$ cat config.mk
export PLATFORM = sky130hd
export DESIGN_NAME = irq_ack_ctrl
export DESIGN_NICKNAME = d
export VERILOG_FILES = /design/src/rtl/iack_pkg.sv /design/src/rtl/iack_seq.sv /design/src/rtl/iack_irq_gate.sv /design/src/rtl/iack_accept.sv /design/src/rtl/irq_ack_ctrl.sv
export SDC_FILE = /design/constraint.sdc
export NUM_CORES = 1
export LEC_CHECK = 0
export BUFFER_PORTS_ARGS = -buffer_cell sky130_fd_sc_hd__buf_4
export CAP_MARGIN = 20
export CORE_AREA = 5 5 45 47
export CTS_BUF_LIST = sky130_fd_sc_hd__clkbuf_8
export DETAILED_ROUTE_END_ITERATION = 8
export DIE_AREA = 0 0 50 52
export GPL_ROUTABILITY_DRIVEN = 0
export GPL_TIMING_DRIVEN = 0
export PLACE_DENSITY = 0.81
export SYNTH_ARGS = -nofsm -noshare
export SYNTH_HDL_FRONTEND = slang
export SYNTH_SLANG_ARGS = --single-unit
$ cat constraint.sdc
create_clock -name clk -period 4.8 [get_ports clk]
set_clock_uncertainty 0.2 [all_clocks]
set_input_delay 0.48 -clock clk [delete_from_list [all_inputs] [get_ports clk]]
set_output_delay 0.48 -clock clk [all_outputs]
set_load 0.01 [all_outputs]
$ cat src/rtl/iack_pkg.sv
package iack_pkg;

    localparam int VEC_W  = 8;
    localparam int CODE_W = 3;

    typedef enum logic [1:0] {
        SEQ_IDLE  = 2'd0,
        SEQ_FIRST = 2'd1,
        SEQ_GAP   = 2'd2,
        SEQ_FINAL = 2'd3
    } seq_state_e;

    typedef struct packed {
        logic rise;
        logic fall;
    } strobe_edge_t;

    typedef struct packed {
        logic start;      // first strobe edge of a sequence
        logic final_go;   // final pulse begins
        logic done;       // final pulse ends
    } seq_event_t;

    function automatic logic code_match(input logic [CODE_W-1:0] a,
                                        input logic [CODE_W-1:0] b);
        return a == b;
    endfunction

endpackage

$ cat src/rtl/iack_seq.sv
module iack_seq
    import iack_pkg::*;
(
    input  logic       clk,
    input  logic       rst,
    input  logic       strobe,
    input  logic       two_pulse,
    output seq_state_e state,
    output seq_event_t ev
);
    logic         strobe_q;
    strobe_edge_t edg;
    seq_state_e   state_nx;

    always_comb begin
        edg.rise = strobe & ~strobe_q;
        edg.fall = ~strobe & strobe_q;
    end

    always_comb begin
        state_nx = state;
        unique case (state)
            SEQ_IDLE:  if (edg.rise) state_nx = two_pulse ? SEQ_FIRST : SEQ_FINAL;
            SEQ_FIRST: if (edg.fall) state_nx = SEQ_GAP;
            SEQ_GAP:   if (edg.rise) state_nx = SEQ_FINAL;
            SEQ_FINAL: if (edg.fall) state_nx = SEQ_IDLE;
            default:   state_nx = SEQ_IDLE;
        endcase
    end

    always_comb begin
        ev.start    = (state == SEQ_IDLE) & edg.rise;
        ev.final_go = edg.rise & (((state == SEQ_IDLE) & ~two_pulse) | (state == SEQ_GAP));
        ev.done     = (state == SEQ_FINAL) & edg.fall;
    end

    always_ff @(posedge clk) begin
        if (rst) begin
            strobe_q <= 1'b0;
            state    <= SEQ_IDLE;
        end else begin
            strobe_q <= strobe;
            state    <= state_nx;
        end
    end


    first_leg_chk: assert property (@(posedge clk) disable iff (rst)
        (state == SEQ_FIRST) |=> (state == SEQ_FIRST || state == SEQ_GAP));


    gap_leg_chk: assert property (@(posedge clk) disable iff (rst)
        (state == SEQ_GAP) |=> (state == SEQ_GAP || state == SEQ_FINAL));

endmodule

$ cat src/rtl/iack_irq_gate.sv
module iack_irq_gate (
    input  logic clk,
    input  logic rst,
    input  logic irq_req,
    input  logic block,
    output logic irq_q
);
    always_ff @(posedge clk) begin
        if (rst) irq_q <= 1'b0;
        else     irq_q <= irq_req & (irq_q | ~block);
    end


    no_new_irq_chk: assert property (@(posedge clk) disable iff (rst)
        $rose(irq_q) |-> !$past(block));


    irq_drop_chk: assert property (@(posedge clk) disable iff (rst)
        !irq_req |=> !irq_q);

endmodule

$ cat src/rtl/iack_accept.sv
module iack_accept
    import iack_pkg::*;
#(
    parameter int VW = VEC_W,
    parameter int CW = CODE_W
) (
    input  logic          clk,
    input  logic          rst,
    input  seq_event_t    ev,
    input  logic          chain_mode,
    input  logic [CW-1:0] en_in,
    input  logic [CW-1:0] slave_addr,
    input  logic [VW-1:0] vector,
    input  logic          irq_active,
    output logic          granted,
    output logic [VW-1:0] vec_q
);
    logic own_req_q;
    logic own_req_now;
    logic hit;

    assign own_req_now = ev.start ? irq_active : own_req_q;

    generate
        if (CW > 1) begin : g_chain_sel
            always_comb begin
                if (chain_mode) hit = en_in[1] & own_req_now;
                else            hit = code_match(en_in, slave_addr);
            end
        end else begin : g_slave_only
            always_comb hit = code_match(en_in, slave_addr);
        end
    endgenerate

    always_ff @(posedge clk) begin
        if (rst) begin
            own_req_q <= 1'b0;
            granted   <= 1'b0;
            vec_q     <= '0;
        end else begin
            if (ev.start) own_req_q <= irq_active;
            if (ev.done) begin
                granted <= 1'b0;
            end else if (ev.final_go) begin
                granted <= hit;
                vec_q   <= vector;
            end
        end
    end


    vec_hold_chk: assert property (@(posedge clk) disable iff (rst)
        (granted && !ev.done && !ev.final_go) |=> $stable(vec_q));

endmodule

$ cat src/rtl/irq_ack_ctrl.sv
module irq_ack_ctrl
    import iack_pkg::*;
#(
    parameter int VW = VEC_W,
    parameter int CW = CODE_W
) (
    input  logic          clk,
    input  logic          rst,
    input  logic          irq_req,
    input  logic          ack_strobe,
    input  logic          two_pulse,
    input  logic          chain_mode,
    input  logic [CW-1:0] en_in,
    input  logic [CW-1:0] slave_addr,
    input  logic [VW-1:0] vector,
    output logic          irq_out,
    output logic [VW-1:0] data_out,
    output logic          data_oe,
    output logic          chain_out
);
    seq_state_e    seq_state;
    seq_event_t    seq_ev;
    logic          irq_block;
    logic          granted;
    logic [VW-1:0] vec_q;

    iack_seq u_seq (
        .clk       (clk),
        .rst       (rst),
        .strobe    (ack_strobe),
        .two_pulse (two_pulse),
        .state     (seq_state),
        .ev        (seq_ev)
    );

    assign irq_block = (seq_state != SEQ_IDLE) | ack_strobe;

    iack_irq_gate u_gate (
        .clk     (clk),
        .rst     (rst),
        .irq_req (irq_req),
        .block   (irq_block),
        .irq_q   (irq_out)
    );

    iack_accept #(.VW(VW), .CW(CW)) u_accept (
        .clk        (clk),
        .rst        (rst),
        .ev         (seq_ev),
        .chain_mode (chain_mode),
        .en_in      (en_in),
        .slave_addr (slave_addr),
        .vector     (vector),
        .irq_active (irq_out),
        .granted    (granted),
        .vec_q      (vec_q)
    );

    assign data_oe = granted;

    generate
        for (genvar b = 0; b < VW; b++) begin : g_bus
            assign data_out[b] = vec_q[b] & granted;
        end
        if (CW > 1) begin : g_chain_out
            assign chain_out = chain_mode & en_in[1] & ~irq_out;
        end else begin : g_no_chain
            assign chain_out = 1'b0;
        end
    endgenerate


    oe_in_final_chk: assert property (@(posedge clk) disable iff (rst)
        data_oe |-> (seq_state == SEQ_FINAL));


    chain_block_chk: assert property (@(posedge clk) disable iff (rst)
        (chain_mode && irq_out) |-> !chain_out);


    bus_stable_chk: assert property (@(posedge clk) disable iff (rst)
        (data_oe && $past(data_oe)) |-> $stable(data_out));

endmodule

=== After elaboration in Yosys (flattened, before gate mapping) ===
Cells that the tools add are included.

* Bitwise gates (word level): 27
* Mux-type cells: 8
* Eq/ne operators: 8
* Reduce and logical (&&, ||, !) cells: 5

{| class="wikitable"
|+ Operators with widths
! kind !! count
|-
| AND 1 bit || 18
|-
| 2-to-1 mux 2 bit || 5
|-
| != test 2 x 1 -> 1 bit, second input constant || 4
|-
| one-hot mux 2 bit (4 select lines) || 1
|-
| inverter 1 bit || 6
|-
| == test 2 bit, second input constant || 2
|-
| AND reduction 4 bit || 1
|-
| == test 3 bit || 1
|-
| OR 1 bit || 3
|-
| == test 2 x 1 -> 1 bit, second input constant || 1
|-
| zero test 2 bit || 1
|-
| 2-to-1 mux 1 bit || 2
|-
| AND reduction 2 bit || 1
|-
| nonzero test 2 bit || 1
|-
| OR reduction 2 bit || 1
|}

* Bits in registers: 14
* Input port bits: 20
* Output and inout port bits: 11

=== Depth between registers and ports, before layout ===
* Word-level depth: 6
* Gate-level depth with buffers: 7
* Mapped depth without buffers: 6

=== Hierarchy ===
Synthesis repeated with hierarchy kept, for this count alone.

* Cells, all modules: 82
* Area, all modules: 757.0 um^2

{| class="wikitable"
|+ Modules (own cells, without submodules)
! module !! cells each !! area each (um^2) !! times used !! sequential area each (um^2)
|-
| iack_accept || 39 || 396.6 || 1 || 200.2
|-
| iack_seq || 30 || 249.0 || 1 || 60.1
|-
| irq_ack_ctrl || 10 || 65.1 || 1 || 0.0
|-
| iack_irq_gate || 3 || 46.3 || 1 || 20.0
|}

=== Worst setup path after synthesis ===
Ideal clock, no wire load.

* Path kind: register -> register
* Start: register u_seq.state[0]
* End: register u_accept.vec_q[0]
* Required time: 4.472 ns
* Data arrival time: 1.335 ns
* Cell stages (with the launch flop): 8
* Path slack: 3.137 ns
* Cells stage by stage: dfxtp_1 inv_1 ha_1 nor2b_1 o21ai_1 buf_6 mux2i_1 nor2_1

* Word-level cells in the longest chain between the ends: 5
* Elaborated cells on any way between the ends: 9

{| class="wikitable"
|+ Ends and longest elaborated chain
! what !! line !! source
|-
| from (decl) || iack_seq.sv:8 || <nowiki>output seq_state_e state,</nowiki>
|-
| from (signal assigned) || iack_seq.sv:43 || <nowiki>state <= state_nx;</nowiki>
|-
| zero test 2 bit || iack_seq.sv:33 || <nowiki>ev.final_go = edg.rise & (((state == SEQ_IDLE) & ~two_pulse) | (state == SEQ_GAP));</nowiki>
|-
| AND 1 bit || iack_seq.sv:33 ||
|-
| OR 1 bit || iack_seq.sv:33 ||
|-
| AND 1 bit || iack_seq.sv:33 ||
|-
| AND reduction 2 bit (no source line) (*) || n/a ||
|-
| to (signal assigned) || iack_accept.sv:46 || <nowiki>vec_q <= vector;</nowiki>
|-
| to (decl) || iack_accept.sv:16 || <nowiki>output logic [VW-1:0] vec_q</nowiki>
|}

Every way passes the cells marked *; elsewhere a longest branch is shown, timed or not.
A chain may end at the register's enable or synchronous reset.

=== Final worst setup path ===
* Start: register u_seq.state[1]
* End: register u_accept.vec_q[5]

Same word-level chain as after synthesis.

==> metrics <==
cell row count 15; P_leak 0.525 nW; Clock Pin Slew Worst Setup and Hold Paths 0.06 ns; Antenna Cells 0; worst reg2reg setup slack 2.94 ns; Hold Startpoint rst; CP max stage cell dfxtp_1; post-synthesis sequential area ratio 36.5%; cell taking the most area after synthesis dfxtp_1; via/cell ratio 5.07; H-Tree Depth 1; clk root buf clkbuf_8; pin count of the biggest net entering global routing 11; IO Count 31; TritonCTS clock tree yes; CP Max Fanout 10; RSZ-0062 raised after global routing no; worst endpoint required time 4.72 ns; Layout area overhead 39.3%; Avg Cell Area, Syn 9.13 sq um; run status complete, no violations; Die H 52 microns; Max Used Layer met4; cts repair resizes 0; Final HPWL DP 1290 microns; DR DRC count 0; Worst R2R Path Depth 7; Final ANT Viol Nets 0; layout cells sized above 1 37.3%; hold path depth 2; Avg WL per Cell 12.5 microns; Die W 50 microns; Yosys top cell area share 36.5%; synth top area cells dfxtp_1 37%, mux2i_1 10%, ha_1 8.2%, and2_1 6.5%, nor2_1 6.4%; DR vias 685; Core ar. 1610 sq um; critical path arrival 1.78 ns; setup TNS 0 ns; hold buffers post-CTS 0; Die Area 2600 sq um; Tot GR Track Use 13.6%; headroom to the max-slew limit 70.6%; clk sinks 14; gr ovfl total 0; Final Cycle Share 38.7%; max-slew violations 0; fill count 141; Final Hold Viols 0; Mapped Area 767 sq um; DR pass1 iterations 4; Seq cells post-synth 14; Multi-input gate area 460 sq um; cell area power density 379 nW/um^2; global-route wire length before repair 2840 microns; final instance area 1070 sq um; vias in the first global route 675; hold endpoint u_accept.granted; Setup Fix Bufs, Post-CTS 0; post-synth cell types 28; Min-Delay Path Class in -> reg; initial antenna violation count 0; Post-Synthesis Cells 84; Worst Setup SP u_seq.state[1]; Clock Path Buffers 2; Worst-Skew Late Latency 0.24 ns; r2r endpoint u_accept.vec_q[5]; crit path cell chain inv_1 -> ha_1 -> nor2b_1 -> o21ai_1 -> buf_6 -> mux2i_1 -> nor2_1; syn_nets 109; placed cell area 1010 sq um; Max-Cap Viols 0; slowest stage delay, CP 0.39 ns; setup violators final 0; Initial Util 47.5%; Routed met3 length 127 microns; Synth warnings 0; min cycle time layout 1.86 ns; CP startpoint kind register; Crit Path Category reg -> reg; 1st-iter DRT viols 4; Max VDD drop 0.254 mV; Tot Pwr 0.405 mW; CP endpoint kind register; port buffer count 30; Slew @ Worst Pin 0.442 ns; met2 wire length 830 microns; met1 WL 708 microns; Final #Nets 144; Reg-to-Reg Start u_seq.state[1]; Peak Freq 538 MHz; WL final 1690 microns; Final Hold Slack 0.237 ns; register area 280 sq um; CTS Buf Count 3
## stage by stage
stage / worst slack [ns] / util (%) / instances
2_1_floorplan: 3.14 / - / 84
3_3_place_gp: 3.00 / 62.8 / 131
3_5_place_dp: 2.95 / 62.8 / 131
4_1_cts: 2.94 / 66.2 / 135
5_1_grt: 2.79 / 66.2 / 135
6_report: 2.94 / 66.2 / 135
## cells by family (layout without fill, tap and decap cells)
group / Yosys count / in the layout / share of synthesized area (%)
simple gates: 38 / 38 / 26.6
flops: 14 / 14 / 36.5
fa+ha+maj: 5 / 5 / 8.16
buf+inv: 5 / 39 / 3.43
compound gates: 12 / 12 / 12.6
mux: 8 / 8 / 10.4
xor+xnor: 2 / 2 / 2.28
## cell usage in the layout (no fill, tap or decap), types with 2 or more instances in the layout
master / count
buf_4: 30
ha_1: 5
clkbuf_8: 4
inv_1: 3
nand2_1: 6
a21oi_1: 4
and2_1: 8
mux2i_1: 8
dfxtp_1: 14
nor2_1: 13
nor2b_1: 2
xor2_1: 2
nand3_1: 2
## cells in the mapped netlist (all sizes together)
cell	instances
a211oi	1
a21oi	5
a221o	1
a221oi	1
a311oi	1
and2	8
and2b	1
and4	1
buf	1
clkbuf	1
dfxtp	14
ha	5
inv	3
mux2i	8
nand2	7
nand3	2
nor2	14
nor2b	2
nor3	1
nor3b	1
nor4b	1
o21ai	2
o31ai	1
xor2	2
## how the worst max path moves through the flow
stage | endpoint | slack, ns | cells past startpoint
floorplan | u_accept.vec_q[0] | 3.14 | 7
global placement | u_accept.vec_q[3] | 3.00 | 7
detailed placement | u_accept.vec_q[5] | 2.95 | 7
CTS | u_accept.vec_q[5] | 2.94 | 7
global route | u_accept.vec_q[5] | 2.79 | 7
finish | u_accept.vec_q[5] | 2.94 | 7
## layer usage
layer,vias to the layer above,global-route usage (%)
met4,0,3.93
met5,-,0
met2,23,24.9
met1,305,14.6
met3,4,4.58
li1,353,-
## state kept, by name (all words and copies together), names as in the netlist
name and cells:
u_accept.vec_q 8, u_seq.state 2, u_accept.granted 1, u_accept.own_req_q 1, u_gate.irq_q 1, u_seq.strobe_q 1
## layout make-up
| class | count | area share (%) |
|---|---|---|
| well taps | 17 | 1.99 |
| flip-flops and latches | 14 | 26.2 |
| clock buffers | 4 | 5.15 |
| plain buffers | 2 | 1.41 |
| inverters | 3 | 1.05 |
| repair buffers | 30 | 21.1 |
| multi-input cells | 65 | 43.1 |
## critical path, delay by kind of cell (launching register included)
family | cells | cell delay, ns
AO/OA/AOI/OAI | 1 | 0.15
adder cells (fa/ha/maj) | 1 | 0.27
buffers and inverters | 2 | 0.30
flip-flops | 1 | 0.39
multiplexers | 1 | 0.21
AND/OR/NAND/NOR | 2 | 0.22
## power by group
part           switching (mW)  leakage (nW)  internal (mW)  total [mW]
Combinational          0.0728         0.382         0.0679       0.141
Sequential             0.0145         0.114          0.135       0.150
Clock                  0.0419        0.0288         0.0726       0.115
Total                   0.129         0.525          0.276       0.405
Note: power is estimated with default switching activity, not from simulation.
